[src/rtl/pwm_pkg.sv]
package pwm_pkg;

    localparam int PRESC_W = 12;

    localparam logic [4:0] OFS_CTRL  = 5'h00;
    localparam logic [4:0] OFS_STAT  = 5'h04;
    localparam logic [4:0] OFS_SMPL  = 5'h0C;
    localparam logic [4:0] OFS_PER   = 5'h10;
    localparam logic [4:0] OFS_CNT   = 5'h14;

    localparam int BIT_EN      = 0;
    localparam int PRESC_LSB   = 4;
    localparam int BIT_STOP    = 25;
    localparam int WMARK_LSB   = 26;
    localparam int BIT_OVF     = 4;

    typedef struct packed {
        logic [1:0]         wmark;
        logic               stop_en;
        logic [PRESC_W-1:0] presc;
        logic               en;
    } ctrl_t;

    typedef enum logic [2:0] {
        SEL_CTRL, SEL_STAT, SEL_SMPL, SEL_PER, SEL_CNT, SEL_NONE
    } reg_sel_e;

    function automatic reg_sel_e decode(input logic [4:0] a);
        case (a)
            OFS_CTRL: return SEL_CTRL;
            OFS_STAT: return SEL_STAT;
            OFS_SMPL: return SEL_SMPL;
            OFS_PER:  return SEL_PER;
            OFS_CNT:  return SEL_CNT;
            default:  return SEL_NONE;
        endcase
    endfunction

    function automatic logic [31:0] pack_ctrl(input ctrl_t c);
        logic [31:0] r;
        r = '0;
        r[BIT_EN] = c.en;
        r[PRESC_LSB +: PRESC_W] = c.presc;
        r[BIT_STOP] = c.stop_en;
        r[WMARK_LSB +: 2] = c.wmark;
        return r;
    endfunction

endpackage

[src/rtl/pwm_sample_fifo.sv]
module pwm_sample_fifo #(
    parameter int W     = 16,
    parameter int DEPTH = 4
) (
    input  logic                          clk,
    input  logic                          rst,
    input  logic                          flush,
    input  logic                          push,
    input  logic [W-1:0]                  din,
    input  logic                          pop,
    output logic [W-1:0]                  head,
    output logic [$clog2(DEPTH+1)-1:0]    level,
    output logic                          full,
    output logic                          empty
);
    localparam int PTR_W = (DEPTH > 1) ? $clog2(DEPTH) : 1;
    localparam int LVL_W = $clog2(DEPTH+1);

    logic [W-1:0]     mem [DEPTH];
    logic [PTR_W-1:0] wp, rp;
    logic             do_push, do_pop;

    function automatic logic [PTR_W-1:0] step(input logic [PTR_W-1:0] p);
        return (p == PTR_W'(DEPTH-1)) ? '0 : p + 1'b1;
    endfunction

    assign full    = (level == LVL_W'(DEPTH));
    assign empty   = (level == '0);
    assign do_push = push && !full && !flush;
    assign do_pop  = pop && !empty && !flush;
    assign head    = mem[rp];

    always_ff @(posedge clk) begin
        if (do_push) mem[wp] <= din;
    end

    always_ff @(posedge clk) begin
        if (rst || flush) begin
            wp    <= '0;
            rp    <= '0;
            level <= '0;
        end else begin
            if (do_push) wp <= step(wp);
            if (do_pop)  rp <= step(rp);
            case ({do_push, do_pop})
                2'b10:   level <= level + 1'b1;
                2'b01:   level <= level - 1'b1;
                default: level <= level;
            endcase
        end
    end
endmodule

[src/rtl/pwm_prescaler.sv]
module pwm_prescaler #(
    parameter int PW = 12
) (
    input  logic          clk,
    input  logic          rst,
    input  logic          run,
    input  logic [PW-1:0] div,
    output logic          tick
);
    logic [PW-1:0] pcnt;

    assign tick = run && (pcnt == div);

    always_ff @(posedge clk) begin
        if (rst || !run || tick) pcnt <= '0;
        else                     pcnt <= pcnt + 1'b1;
    end
endmodule

[src/rtl/pwm_period_core.sv]
module pwm_period_core #(
    parameter int DW = 16
) (
    input  logic          clk,
    input  logic          rst,
    input  logic          en,
    input  logic          tick,
    input  logic [DW-1:0] period,
    input  logic [DW-1:0] head,
    input  logic          q_empty,
    output logic          run,
    output logic          pop,
    output logic [DW-1:0] cnt,
    output logic [DW-1:0] cmp
);
    logic [DW-1:0] last;
    logic          start, wrap;

    assign last  = period + 1'b1;
    assign start = en && !run;
    assign wrap  = run && tick && (cnt >= last);
    assign pop   = start || wrap;

    always_ff @(posedge clk) begin
        if (rst) begin
            run <= 1'b0;
            cnt <= '0;
        end else if (!en) begin
            run <= 1'b0;
            cnt <= '0;
        end else if (start) begin
            run <= 1'b1;
            cnt <= '0;
        end else if (tick) begin
            cnt <= wrap ? '0 : cnt + 1'b1;
        end
    end

    always_ff @(posedge clk) begin
        if (rst)                  cmp <= '0;
        else if (pop && !q_empty) cmp <= head;
    end
endmodule

[src/rtl/pwm_modulator.sv]
module pwm_modulator #(
    parameter int DW         = 16,
    parameter int DEPTH      = 4,
    parameter int PERIOD_MAX = (1 << DW) - 2
) (
    input  logic        clk,
    input  logic        rst,
    input  logic        bus_en,
    input  logic        bus_we,
    input  logic [4:0]  bus_addr,
    input  logic [31:0] bus_wdata,
    output logic [31:0] bus_rdata,
    output logic        pwm_out
);
    import pwm_pkg::*;

    localparam int LVL_W = $clog2(DEPTH+1);

    ctrl_t            ctrl_q;
    logic [DW-1:0]    per_q;
    logic             ovf_q;
    reg_sel_e         sel;
    logic             wr, push, flush, ovf_clr, ctrl_en;
    logic [DW-1:0]    head, cnt, cmp;
    logic [LVL_W-1:0] fifo_level;
    logic             full, empty, tick, run, pop;
    logic             unused_wbits;

    assign sel     = decode(bus_addr);
    assign wr      = bus_en && bus_we;
    assign push    = wr && (sel == SEL_SMPL);
    assign flush   = wr && (sel == SEL_CTRL) && !bus_wdata[BIT_EN] && ctrl_q.en;
    assign ovf_clr = wr && (sel == SEL_STAT) && bus_wdata[BIT_OVF];
    assign ctrl_en = ctrl_q.en;
    assign unused_wbits = ^{bus_wdata[31:28], bus_wdata[24:16], bus_wdata[3:1]};

    always_ff @(posedge clk) begin
        if (rst) begin
            ctrl_q <= '0;
            per_q  <= '0;
            ovf_q  <= 1'b0;
        end else begin
            if (wr && sel == SEL_CTRL) begin
                ctrl_q.en      <= bus_wdata[BIT_EN];
                ctrl_q.presc   <= bus_wdata[PRESC_LSB +: PRESC_W];
                ctrl_q.stop_en <= bus_wdata[BIT_STOP];
                ctrl_q.wmark   <= bus_wdata[WMARK_LSB +: 2];
            end
            if (wr && sel == SEL_PER)
                per_q <= (bus_wdata > 32'(PERIOD_MAX)) ? DW'(PERIOD_MAX) : bus_wdata[DW-1:0];
            if (push && full)  ovf_q <= 1'b1;
            else if (ovf_clr)  ovf_q <= 1'b0;
        end
    end

    pwm_sample_fifo #(.W(DW), .DEPTH(DEPTH)) u_fifo (
        .clk(clk), .rst(rst), .flush(flush), .push(push),
        .din(bus_wdata[DW-1:0]), .pop(pop), .head(head),
        .level(fifo_level), .full(full), .empty(empty)
    );

    pwm_prescaler #(.PW(PRESC_W)) u_presc (
        .clk(clk), .rst(rst), .run(run), .div(ctrl_q.presc), .tick(tick)
    );

    pwm_period_core #(.DW(DW)) u_core (
        .clk(clk), .rst(rst), .en(ctrl_q.en), .tick(tick), .period(per_q),
        .head(head), .q_empty(empty), .run(run), .pop(pop),
        .cnt(cnt), .cmp(cmp)
    );

    assign pwm_out = run && ctrl_q.en && (cnt < cmp);

    always_comb begin
        bus_rdata = '0;
        case (sel)
            SEL_CTRL: bus_rdata = pack_ctrl(ctrl_q);
            SEL_STAT: begin
                bus_rdata[3:0]     = 4'(fifo_level);
                bus_rdata[BIT_OVF] = ovf_q;
            end
            SEL_SMPL: bus_rdata = 32'(cmp);
            SEL_PER:  bus_rdata = 32'(per_q);
            SEL_CNT:  bus_rdata = 32'(cnt);
            default:  bus_rdata = '0;
        endcase
    end
endmodule

[config.mk]
export PLATFORM = sky130hd
export DESIGN_NAME = pwm_modulator
export DESIGN_NICKNAME = d
export VERILOG_FILES = /design/src/rtl/pwm_pkg.sv /design/src/rtl/pwm_sample_fifo.sv /design/src/rtl/pwm_prescaler.sv /design/src/rtl/pwm_period_core.sv /design/src/rtl/pwm_modulator.sv
export SDC_FILE = /design/constraint.sdc
export NUM_CORES = 1
export LEC_CHECK = 0
export ABC_AREA = 1
export ABC_CLOCK_PERIOD_IN_PS = 6200
export BUFFER_PORTS_ARGS = -buffer_cell sky130_fd_sc_hd__buf_2
export CAP_MARGIN = 20
export CORE_ASPECT_RATIO = 1.4
export CORE_MARGIN = 3
export CORE_UTILIZATION = 50
export DETAILED_ROUTE_END_ITERATION = 10
export PLACE_DENSITY = 0.69
export SYNTH_ARGS = -nofsm -noshare
export SYNTH_HDL_FRONTEND = slang
export SYNTH_HIERARCHICAL = 1
export SYNTH_SLANG_ARGS = --single-unit
[constraint.sdc]
create_clock -name clk -period 6.2 [get_ports clk]
set_input_delay 0.62 -clock clk [delete_from_list [all_inputs] [get_ports clk]]
set_output_delay 0.62 -clock clk [all_outputs]
set_load 0.02 [all_outputs]
# Word-level counts from Yosys, hierarchy flattened

Memory sizes are Yosys's and may differ from the RTL's. A register that Yosys moved wholly into a read port is not among the register bits.
Cells that the tools add are included.

Bits in registers: 69
Bits in writable memories: 64
Input port bits: 41
Output and inout port bits: 33
Word-level logic and storage cells: 85
Memories kept: 1

Add/sub/neg operators: 7
Magnitude comparators: 3
Eq/ne operators: 14
Multiplexer cells: 12
Bitwise gates (word level): 1
Reduce and logical (&&, ||, !) cells: 35

Memories:

| memory     | words | bits a word | rd ports | clocked after memory_dff | wr ports | line                  | source |
|---|---|---|---|---|---|---|---|
| u_fifo.mem | 4     | 16          | 1        | 1                        | 1        | pwm_sample_fifo.sv:19 | `logic [W-1:0] mem [DEPTH];` |

Operator list:

| kind                                                                   | number |
|---|---|
| 23-bit case mux with 4 select lines                                    | 1 |
| 16-bit by 1-bit adder with 16-bit output, second input constant        | 2 |
| 32-bit by 16-bit > comparator with 1-bit output, second input constant | 1 |
| 16-bit two-way mux                                                     | 2 |
| 5-bit case mux with 5 select lines                                     | 1 |
| 1-bit logical AND                                                      | 19 |
| 16-bit greater-or-equal comparator                                     | 1 |
| 16-bit less-than comparator                                            | 1 |
| 3-bit case mux with 5 select lines                                     | 1 |
| 12-bit by 1-bit adder with 12-bit output, second input constant        | 1 |
| 12-bit equality test                                                   | 1 |
| 5-bit equality test, second input constant                             | 2 |
| 2-bit equality test, second input constant                             | 3 |
| 3-bit by 2-bit equality test with 1-bit output, second input constant  | 2 |
| 3-bit equality test, second input constant                             | 2 |
| 3-bit zero test                                                        | 2 |
| 3-bit case mux with 2 select lines                                     | 1 |
| 5-bit by 3-bit equality test with 1-bit output, second input constant  | 1 |
| 5-bit by 4-bit equality test with 1-bit output, second input constant  | 1 |
| 1-bit zero test                                                        | 5 |
| 5-bit zero test                                                        | 1 |
| 2-bit by 1-bit adder with 2-bit output, second input constant          | 2 |
| 1-bit logical OR                                                       | 4 |
| 1-bit two-way mux                                                      | 4 |
| 9 further kinds                                                        | 11 |

# Longest topological paths before layout

Gate-level depths: netlist (run 1).

Depth in word-level cells: 10
Depth in mapped cells: 30
Gate-level depth less buffers: 29

# Hierarchy

The synthesis (run 1) kept the hierarchy.

Modules (own cells, without submodules):

| module          | instances | cells each | area each (um^2) | sequential area each (um^2) |
|---|---|---|---|---|
| pwm_sample_fifo | 1         | 230        | 2879.0           | 2102.0 |
| pwm_modulator   | 1         | 341        | 2272.2           | 660.6 |
| pwm_period_core | 1         | 304        | 2142.1           | 660.6 |
| pwm_prescaler   | 1         | 150        | 849.6            | 240.2 |

# Worst setup path before layout (run 1)

OpenSTA, ideal clock, no wires.

Path type: reg-to-reg
Start: reg per_q[0]
End: reg u_fifo.level[2]
Setup time: 0.110 ns
Arrival time: 3.543 ns
Data required time: 6.090 ns
Path slack: 2.547 ns
Stages on the path, launching flop included: 31
Path buffers: 1
Period minus slack after synthesis: 3.653 ns
Cells stage by stage: dfxtp_1 ha_1 nand3_1 nor2_1 nand3_1 nor2_1 nand3_1 nor2_1 xor2_1 inv_1 ha_1 nand2_1 nor3_1 nand2_1 nand2_1 nand2_2 nand2_2 buf_4 inv_1 nor2_1 nand2_1 inv_1 ha_1 inv_1 fa_1 inv_1 nand2_1 nand3_1 nand2_1 inv_1 nor2_1

Longest elaborated chain between the ends: 8
Elaborated cells between the ends (all ways): 10
Those cells by class: add/sub (1); order compare (1); eq/ne (2); mux (1); reduce/logical (5)

Ends and longest elaborated chain:

| item                                                                                         | line                  | source |
|---|---|---|
| from (decl)                                                                                  | pwm_modulator.sv:20   | `logic [DW-1:0] per_q;` |
| from (signal assigned)                                                                       | pwm_modulator.sv:50   | `per_q <= (bus_wdata > 32'(PERIOD_MAX)) ? DW'(PERIOD_MAX) : bus_wdata[DW-1:0];` |
| 16-bit by 1-bit adder with 16-bit output (*)                                                 | pwm_period_core.sv:19 | `assign last = period + 1'b1;` |
| 16-bit greater-or-equal comparator (*)                                                       | pwm_period_core.sv:21 | `assign wrap = run && tick && (cnt >= last);` |
| 1-bit logical AND (*)                                                                        | pwm_period_core.sv:21 |  |
| 1-bit logical OR (*)                                                                         | pwm_period_core.sv:22 | `assign pop = start \|\| wrap;` |
| named net pop                                                                                | pwm_modulator.sv:26   | `logic full, empty, tick, run, pop;` |
| 1-bit logical AND (*) (2 in a row)                                                           | pwm_sample_fifo.sv:30 | `assign do_pop = pop && !empty && !flush;` |
| named net u_fifo.do_pop                                                                      | pwm_sample_fifo.sv:21 | `logic do_push, do_pop;` |
| 2-bit by 1-bit equality test with 1-bit output / 2-bit equality test (equally long branches) | pwm_sample_fifo.sv:45 | `case ({do_push, do_pop})` |
| 3-bit case mux with 2 select lines / 2-bit nonzero test (equally long branches)              | --                    |  |
| to (signal assigned)                                                                         | pwm_sample_fifo.sv:46 | `2'b10: level <= level + 1'b1;` |
| to (signal assigned)                                                                         | pwm_sample_fifo.sv:47 | `2'b01: level <= level - 1'b1;` |
| to (signal assigned)                                                                         | pwm_sample_fifo.sv:48 | `default: level <= level;` |
| to (decl)                                                                                    | pwm_sample_fifo.sv:12 | `output logic [$clog2(DEPTH+1)-1:0] level,` |

The timed path passes the listed nets; every way through them passes the cells marked *.
A chain may end at the register's enable or synchronous reset.

# Worst setup path after layout (run 1)

Ends and elaborated chain as after synthesis.

==> Flow_metrics.wiki, run 1 <==
{| class="wikitable"
! Metric !! Value
|-
| Reported leakage power || 3.69 nW
|-
| Initial DRT Pass Iterations || 5
|-
| Top flip-flop cell by instance count after synthesis || sky130_fd_sc_hd__dfxtp_1
|-
| Final worst path period need || 4390 ps
|-
| Worst Path Max Fanout || 33
|-
| Buffer and inverter count on the worst path || 6
|-
| Fmax || 228 MHz
|-
| Endpoint arrival time on the critical path || 4700 ps
|-
| Full die area || 0.0179 mm^2
|-
| Initial Util || 51.7%
|-
| Drt drc || 0
|-
| Slew Limit Headroom || 39.0%
|-
| Total Power Consumption || 2.10 mW
|-
| Dominant cells by area after synthesis || sky130_fd_sc_hd__edfxtp_1 24%, sky130_fd_sc_hd__dfxtp_1 21%, sky130_fd_sc_hd__nand2_1 9.0%
|-
| Count of buffers added by post-CTS timing repair for setup || 0
|-
| Hold Violations, Final || 0
|-
| Routability congestion estimate || 0.916
|-
| Share of layout cells above drive strength 1 || 12.5%
|-
| Element type at the critical path end || flop
|-
| Max-slew violation count || 0
|-
| Vias in the first global route || 6,610
|-
| Maximum level of the CTS H-tree || 4
|-
| Part of the Yosys area used for sequential elements || 45.0%
|-
| # Max-Cap Violations || 0
|-
| Total number of vias || 6,800
|-
| Largest net degree at the start of global routing || 34
|-
| CTS clock-pin slew for the worst setup and hold paths || 60 ps
|-
| Wire length after detailed routing || 20,400 um
|-
| Final worst path period share || 70.7%
|-
| Die outline height || 157 um
|-
| Die W || 114 um
|-
| Status || complete, no violations
|-
| Max clock buf depth || 2
|-
| Worst path slowest cell || sky130_fd_sc_hd__nand2_2
|-
| Family with the most delay on the worst path || simple AND/OR/NAND/NOR gates
|-
| Clock sink count || 151
|-
| Topmost layer with routed signal wires || met4
|-
| Worst Hold Margin || 456 ps
|-
| Share of the synthesized area in the top cell type || 23.6%
|-
| Type of the worst min-delay path || reg -> reg
|-
| Max VDD drop || 0.166 mV
|-
| Row cnt || 54
|-
| Area of the mapped netlist || 0.00814 mm^2
|-
| Detail Route Antenna Nets || 0
|-
| Total of warnings raised by yosys || 6
|-
| Number of different library cells in the post-synthesis netlist || 45
|-
| Skew final || 13.4 ps
|-
| Resize count post-CTS || 0
|-
| Number of hold buffers added after cts || 0
|-
| Setup repair after global routing missed its margin || no
|-
| Cell count after synthesis || 1,025
|-
| Global-route wire length before repair || 33,200 um
|-
| Mean instance size in the synthesized netlist || 7.94 um^2
|-
| N_diodes || 0
|-
| Crit-path max cell delay || 480 ps
|-
| Skew-Pair Late Insertion Delay || 420 ps
|-
| Nature of the critical path startpoint || flop
|-
| Async set-or-reset flop fraction in the synthesized netlist || 0%
|-
| Library cell occupying the most area in the post-synthesis netlist || sky130_fd_sc_hd__edfxtp_1
|-
| Category of the most critical setup path || reg -> reg
|-
| Vias/cell || 5.29
|-
| Detail Route met3 WL || 832 um
|-
| Post-detailed-placement half-perimeter wirelength || 14,700 um
|-
| Dpl cell area || 0.00849 mm^2
|-
| Violation count after the first detailed-route iteration || 368
|-
| Aggregate global routing overflow || 0
|-
| Overall fraction of global-route tracks in use || 23.6%
|-
| WL per Instance || 15.8 um
|-
| Area of the core region || 0.0157 mm^2
|-
| Pwr dens || 232 mW/mm^2
|-
| Accumulated negative setup slack || 0 ps
|-
| Met2 Routed Length || 10,400 um
|-
| TritonCTS clock tree || yes
|-
| I/O pin count || 74
|-
| WL met1 || 8690 um
|-
| Area growth from synthesis to final layout || 11.3%
|-
| Number of buffers added on ports || 60
|-
| Required time of the worst setup path || 6520 ps
|-
| Clock tree root driver cell || sky130_fd_sc_hd__clkbuf_16
|-
| Antenna violations before repair || 0
|-
| Count of nets after finishing || 1,158
|-
| Slew at the pin with the worst max-slew slack || 913 ps
|-
| Final setup violation count || 0
|-
| Final non-filler cell area || 0.00906 mm^2
|-
| Flop and latch count out of synthesis || 151
|-
| Number of buffers added by the clock tree synthesis step || 17
|-
| EDFF count, synth || 64
|}
Yosys cell counts (2+ instances only):
cell and number:
sky130_fd_sc_hd__inv_1 122, sky130_fd_sc_hd__xnor2_1 8, sky130_fd_sc_hd__nor4_1 2, sky130_fd_sc_hd__buf_2 16, sky130_fd_sc_hd__and3_1 2, sky130_fd_sc_hd__nor2_1 166, sky130_fd_sc_hd__nand3_2 2, sky130_fd_sc_hd__nand3_1 34
sky130_fd_sc_hd__inv_2 4, sky130_fd_sc_hd__nor3b_2 2, sky130_fd_sc_hd__ha_1 40, sky130_fd_sc_hd__dfxtp_1 87, sky130_fd_sc_hd__nor3_1 8, sky130_fd_sc_hd__o21ai_0 19, sky130_fd_sc_hd__nor2_2 9, sky130_fd_sc_hd__nand2_1 195
sky130_fd_sc_hd__nand2_4 2, sky130_fd_sc_hd__or2_2 2, sky130_fd_sc_hd__nor2_4 3, sky130_fd_sc_hd__nand2_2 8, sky130_fd_sc_hd__o22ai_1 16, sky130_fd_sc_hd__buf_4 18, sky130_fd_sc_hd__nand4_1 18, sky130_fd_sc_hd__edfxtp_1 64
sky130_fd_sc_hd__clkbuf_1 5, sky130_fd_sc_hd__a21oi_1 63, sky130_fd_sc_hd__o2111ai_1 13, sky130_fd_sc_hd__buf_1 3, sky130_fd_sc_hd__o21ai_1 54, sky130_fd_sc_hd__nor3b_1 4, sky130_fd_sc_hd__nor3_2 5, sky130_fd_sc_hd__buf_6 3
sky130_fd_sc_hd__nand3b_1 2, sky130_fd_sc_hd__xor2_1 15
per-layer routing:
metal  vias up  GRT usage (%)
li1       3462              -
met1      3142           29.1
met2       167           41.7
met3        29           3.69
met4         0           8.15
met5         -              0
sequential cells by signal, indices dropped and copies added, names as in the netlist, named ones only:
name          cells
ctrl_q           15
ctrl_en           1
ovf_q             1
u_fifo/mem       64
u_core/run        1
u_fifo/rp         2
u_fifo/wp         2
u_presc/pcnt     12
u_core/cmp       16
u_fifo/level      3
u_core/cnt       16
per_q            16
layout make-up:
cell class | instances | area (um^2)
flip-flops and latches | 151 | 3660
inverters | 127 | 478
well taps | 196 | 245
clock buffers | 23 | 478
repair buffers | 65 | 338
fillers | 1493 | 6680
multi-input cells | 714 | 3770
clock inverters | 9 | 92.6
path summary, 6_finish.rpt:
kind	cells past startpoint	end	slack, ps	startpoint
worst max-delay path	29	u_fifo/level[2]	1810	per_q[0]
worst min-delay path	2	ctrl_q[14]	460	ctrl_q[14]
worst max register to register	29	u_fifo/level[2]	1810	per_q[0]
worst min register to register	2	ctrl_q[14]	460	ctrl_q[14]
where the power goes:
part / internal (mW) / switching, mW
Clock: 0.587 / 0.406
Combinational: 0.0191 / 0.0502
Sequential: 1.04 / 0.00246
stage by stage:
step | worst slack [ps] | instances | util, %
final | 1810 | 1285 | 57.6
after global routing | 1270 | 1285 | 57.6
after CTS | 1870 | 1285 | 57.6
after detailed placement | 1920 | 1253 | 53.9
after global placement | 2020 | 1253 | 53.9
after floorplan | 2550 | 1037 | -
layout by cell type (no fill, tap or decap), types with 18 or more instances in the layout:
master	n
sky130_fd_sc_hd__nand2_1	195
sky130_fd_sc_hd__nor2_1	166
sky130_fd_sc_hd__inv_1	122
sky130_fd_sc_hd__dfxtp_1	87
sky130_fd_sc_hd__edfxtp_1	64
sky130_fd_sc_hd__a21oi_1	63
sky130_fd_sc_hd__buf_2	60
sky130_fd_sc_hd__o21ai_1	54
sky130_fd_sc_hd__ha_1	40
sky130_fd_sc_hd__nand3_1	34
sky130_fd_sc_hd__o21ai_0	19
sky130_fd_sc_hd__nand4_1	18
cells by family after synthesis:
family	synth area share, %
buf+inv	9.30
flops	45.0
other cells	0.0461
compound gates	11.4
xor+xnor	2.47
simple gates	25.4
fa+ha+maj	6.39
worst register-to-register path: cells and delay by family, from the launching register on:
family                     cells  cell delay, ps
xor gates and xnor gates       1             150
adders and majority gates      4            1010
buffers and inverters          6             420
DFF                            1             410
and+or+nand+nor               18            2320
No activity file was read; power rests on OpenSTA's default activity.
==> inputs of run 2 (changes only) <==
--- a/config.mk
+++ b/config.mk
@@ -5,8 +5,8 @@
 export SDC_FILE = /design/constraint.sdc
 export NUM_CORES = 1
 export LEC_CHECK = 0
-export ABC_AREA = 1
-export ABC_CLOCK_PERIOD_IN_PS = 6200
+export ABC_AREA = 0
+export ABC_CLOCK_PERIOD_IN_PS = 4400
 export BUFFER_PORTS_ARGS = -buffer_cell sky130_fd_sc_hd__buf_2
 export CAP_MARGIN = 20
 export CORE_ASPECT_RATIO = 1.4
==> constraint.sdc (replaced) <==
create_clock -name clk -period 4.4 [get_ports clk]
set_input_delay 0.44 -clock clk [delete_from_list [all_inputs] [get_ports clk]]
set_output_delay 0.44 -clock clk [all_outputs]
set_load 0.02 [all_outputs]
==> run 2 against run 1 <==
Net effect: register-to-register slack got worse by 1600 ps; clock skew fell by 5.7 ps; combinational power rose by 30%; maximum frequency rose by 3.9%; total power rose by 43%; critical path type unchanged; critical endpoint unchanged; highest routed layer unchanged.
==> Flow_metrics.wiki, run 2 <==
{| class="wikitable"
! Metric !! Value
|-
| Status || complete, no violations
|-
| Max-slew violation count || 0 (unchanged)
|-
| WL per Instance || 18.7 um (+18%)
|-
| Full die area || 0.0173 mm^2 (-3.3%)
|-
| Dominant cells by area after synthesis || sky130_fd_sc_hd__edfxtp_1 24%, sky130_fd_sc_hd__dfxtp_1 22%, sky130_fd_sc_hd__ha_1 6.4%
|-
| Skew final || 7.70 ps (-5.73 ps)
|-
| Global route hottest layer || met2
|-
| Met1 track demand over resource in global routing || 25.5% (-3.6 points)
|-
| Type of the worst min-delay path || in -> reg
|-
| Initial DRT Pass Iterations || 5 (unchanged)
|-
| Die outline height || 154 um (-1.7%)
|-
| Library cell occupying the most area in the post-synthesis netlist || sky130_fd_sc_hd__edfxtp_1
|-
| Share of the synthesized area in the top cell type || 24.5% (+0.85 points)
|-
| Fmax || 237 MHz (+3.9%)
|-
| Global-route wire length before repair || 29,300 um (-11%)
|-
| Antenna violations before repair || 0 (unchanged)
|-
| Top flip-flop cell by instance count after synthesis || sky130_fd_sc_hd__dfxtp_1
|-
| Reported leakage power || 3.28 nW (-11%)
|-
| Violation count after the first detailed-route iteration || 332 (-9.8%)
|-
| Nature of the critical path startpoint || flop
|-
| Most common cell after layout, fill and taps aside || sky130_fd_sc_hd__dfxtp_1
|-
| Placed cell count || 955 (-24%)
|-
| Async set-or-reset flop fraction in the synthesized netlist || 0% (unchanged)
|-
| Worst-case reg-to-reg path depth || 18 (-38%)
|-
| Total of warnings raised by yosys || 6 (unchanged)
|-
| Family with the most delay on the worst path || simple AND/OR/NAND/NOR gates
|-
| Flip-flop count of the largest register after layout || 64 (unchanged)
|-
| Category of the most critical setup path || reg -> reg
|-
| Pwr dens || 339 mW/mm^2 (+46%)
|-
| Number of buffers added on ports || 60 (unchanged)
|-
| Vias/cell || 5.75 (+8.6%)
|-
| Count of nets after finishing || 865 (-25%)
|-
| Hold Violations, Final || 0 (unchanged)
|-
| Number of buffers added by the clock tree synthesis step || 17 (unchanged)
|-
| Final worst path period share || 95.9% (+25 points)
|-
| Number of hold buffers added after cts || 0 (unchanged)
|-
| Total number of vias || 5,679 (-16%)
|-
| I/O pin count || 74 (unchanged)
|-
| Max clock buf depth || 2 (unchanged)
|-
| N_diodes || 0 (unchanged)
|-
| Cell count after synthesis || 724 (-29%)
|-
| Row cnt || 53 (-1.9%)
|-
| Required time of the worst setup path || 4750 ps (-1770 ps)
|-
| Post-detailed-placement half-perimeter wirelength || 13,700 um (-6.7%)
|-
| # Max-Cap Violations || 0 (unchanged)
|-
| Die W || 112 um (-1.7%)
|-
| Initial Util || 51.8% (about the same)
|-
| Skew-Pair Late Insertion Delay || 420 ps (about the same)
|-
| Routability congestion estimate || 0.874 (-4.5%)
|-
| GR Layer Usage met2 || 39.0% (-2.7 points)
|-
| Number of cells on the worst hold path || 3 (+1)
|-
| Flop and latch count out of synthesis || 151 (unchanged)
|-
| Number of standard cells in the final layout excluding fillers || 988 (-23%)
|-
| Worst path slowest cell || sky130_fd_sc_hd__dfxtp_1
|-
| Area growth from synthesis to final layout || 12.8%
|-
| Levels on crit path || 18 (-38%)
|-
| Slew at the pin with the worst max-slew slack || 1010 ps (+96.5 ps)
|-
| Cells along the critical path || and3_4 > and3_2 > nor2b_2 > nand4_1 > xor2_1 > ha_1 > nand4_1 > nor2_4 > o2111ai_4 > and3_2 > o21ai_0 > nor3b_2 > ha_2 > inv_1 > fa_1 > xor2_1 > or3_1 > a21boi_0
|-
| Largest net degree at the start of global routing || 52 (+53%)
|-
| Drt drc || 0 (unchanged)
|-
| Buffer and inverter count on the worst path || 1 (-5)
|-
| Post-place setup slack || 90.0 ps (-1830 ps)
|-
| Maximum level of the CTS H-tree || 4 (unchanged)
|-
| Detail Route Antenna Nets || 0 (unchanged)
|-
| TritonCTS clock tree || yes
|-
| Slew Limit Headroom || 32.6% (-6.5 points)
|-
| Part of the Yosys area used for sequential elements || 46.6% (+1.6 points)
|-
| Max VDD drop || 0.322 mV (+95%)
|-
| CTS clock-pin slew for the worst setup and hold paths || 70 ps (about the same)
|-
| Area of the mapped netlist || 0.00786 mm^2 (-3.5%)
|-
| Overall fraction of global-route tracks in use || 21.8% (-1.7 points)
|-
| Leading cell types by count after synthesis || 87 x sky130_fd_sc_hd__dfxtp_1, 65 x sky130_fd_sc_hd__nor2_1, 64 x sky130_fd_sc_hd__edfxtp_1, 50 x sky130_fd_sc_hd__nand2_1, 40 x sky130_fd_sc_hd__ha_1
|-
| EDFF count, synth || 64 (unchanged)
|-
| Clock sink count || 151 (unchanged)
|-
| Worst Path Max Fanout || 5 (-85%)
|-
| Leading cell types in the layout, fill and taps excluded || 85 x sky130_fd_sc_hd__dfxtp_1, 64 x sky130_fd_sc_hd__edfxtp_1, 62 x sky130_fd_sc_hd__nor2_1
|-
| Most frequent cell after synthesis || sky130_fd_sc_hd__dfxtp_1
|-
| Number of different library cells in the post-synthesis netlist || 62 (+38%)
|-
| Endpoint arrival time on the critical path || 4570 ps (-130 ps)
|-
| GR Layer Usage met3 || 5.09% (+1.4 points)
|-
| Element type at the critical path end || flop
|-
| Crit-path max cell delay || 390 ps (-90 ps)
|-
| Final setup violation count || 0 (unchanged)
|-
| Worst setup slack after layout || 180 ps (-1630 ps)
|-
| Aggregate global routing overflow || 0 (unchanged)
|-
| Register bank with the most flops || u_fifo/mem
|-
| Area of the core region || 0.0152 mm^2 (-3.5%)
|-
| Share of layout cells above drive strength 1 || 17.1% (+4.6 points)
|-
| Final worst path period need || 4220 ps (-165 ps)
|-
| Clock tree root driver cell || sky130_fd_sc_hd__clkbuf_16
|-
| Wire length after detailed routing || 18,500 um (-9.3%)
|-
| Vias in the first global route || 5,633 (-15%)
|-
| Mean instance size in the synthesized netlist || 10.9 um^2 (+37%)
|}
-- run 2: changes by cell type after synthesis, moves of 16 or more --
| cell | before | now |
|---|---|---|
| sky130_fd_sc_hd__xnor2_1 | 8 | 28 |
| sky130_fd_sc_hd__o22ai_1 | 16 | 0 |
| sky130_fd_sc_hd__a211oi_1 | 0 | 18 |
| sky130_fd_sc_hd__nand2_1 | 195 | 50 |
| sky130_fd_sc_hd__nand3_1 | 34 | 15 |
| sky130_fd_sc_hd__o21ai_1 | 54 | 0 |
| sky130_fd_sc_hd__nor2_1 | 166 | 65 |
| sky130_fd_sc_hd__inv_1 | 122 | 31 |
| sky130_fd_sc_hd__mux2i_1 | 0 | 36 |
| sky130_fd_sc_hd__a21oi_1 | 63 | 16 |
| sky130_fd_sc_hd__nand2b_1 | 0 | 37 |
| sky130_fd_sc_hd__nor3_1 | 8 | 31 |
| sky130_fd_sc_hd__a22oi_1 | 0 | 28 |
-- run 2: cell type report --
type | instances | area (um^2)
fill | 1283 | 6320
multi-input combinational | 512 | 3870
sequential | 151 | 3670
clock buffer | 17 | 425
timing repair buffer | 70 | 375
tap | 192 | 240
clock inverter | 15 | 166
inverter | 31 | 116
-- run 2: kinds of logic (layout without fill, tap and decap cells) --
logic type | count (synthesis) | after routing | share of synthesized area, %
adder cells (fa/ha/maj) | 41 | 41 | 6.62
buffers and inverters | 73 | 133 | 5.09
multiplexers | 52 | 52 | 9.46
AO/OA/AOI/OAI | 87 | 87 | 8.30
AND/OR/NAND/NOR | 268 | 268 | 18.2
XOR/XNOR | 51 | 51 | 5.68
flip-flops | 151 | 151 | 46.6
other | 1 | 13 | 0.0477
-- run 2: power breakdown --
part	total, mW	switching, mW	internal, mW
Clock	1.45	0.602	0.848
Sequential	1.46	0.00258	1.46
Combinational	0.0899	0.0611	0.0288
-- run 2: through the flow --
stage / total power [mW] / hold WS (ps) / setup TNS (ps) / area (um^2) / utilization [%]
2_1_floorplan: 1.54 / 454 / 0 / 7900 / -
3_3_place_gp: 1.58 / 465 / 0 / 8230 / 54.2
3_5_place_dp: 1.58 / 485 / 0 / 8230 / 54.2
4_1_cts: 3.03 / 263 / 0 / 8820 / 58.1
5_1_grt: 3.11 / 288 / -11.6 / 8860 / 58.4
6_report: 3.00 / 274 / 0 / 8860 / 58.4
-- run 2: final timing paths --
check / startpoint / slack (ps) / to
hold reg to reg: ctrl_q[15] / 500 / ctrl_q[15]
setup reg to reg: per_q[4] / 180 / u_fifo/level[2]
hold / removal: bus_wdata[27] / 270 / ctrl_q[15]
setup / recovery: per_q[4] / 180 / u_fifo/level[2]
-- run 2: worst reg2reg max path: stages (launching register included) --
cell and delay [ps]:
sky130_fd_sc_hd__dfxtp_1 390, sky130_fd_sc_hd__and3_4 220, sky130_fd_sc_hd__and3_2 230, sky130_fd_sc_hd__nor2b_2 180, sky130_fd_sc_hd__nand4_1 120, sky130_fd_sc_hd__xor2_1 170, sky130_fd_sc_hd__ha_1 300, sky130_fd_sc_hd__nand4_1 200
sky130_fd_sc_hd__nor2_4 190, sky130_fd_sc_hd__o2111ai_4 160, sky130_fd_sc_hd__and3_2 250, sky130_fd_sc_hd__o21ai_0 190, sky130_fd_sc_hd__nor3b_2 260, sky130_fd_sc_hd__ha_2 240, sky130_fd_sc_hd__inv_1 60, sky130_fd_sc_hd__fa_1 370
sky130_fd_sc_hd__xor2_1 160, sky130_fd_sc_hd__or3_1 300, sky130_fd_sc_hd__a21boi_0 150
-- run 2: per-layer routing --
metal  vias to the layer above  share of wire, %
met3                        33               4.3
met2                       144                52
met4                         0               2.8
met1                      2780                41
li1                       2722                 -
met5                         -                 0
-- run 2: repair_timing --
action,CTS,global route
setup buffers,0,1
resized for setup,0,11
setup endpoints to repair,0,2
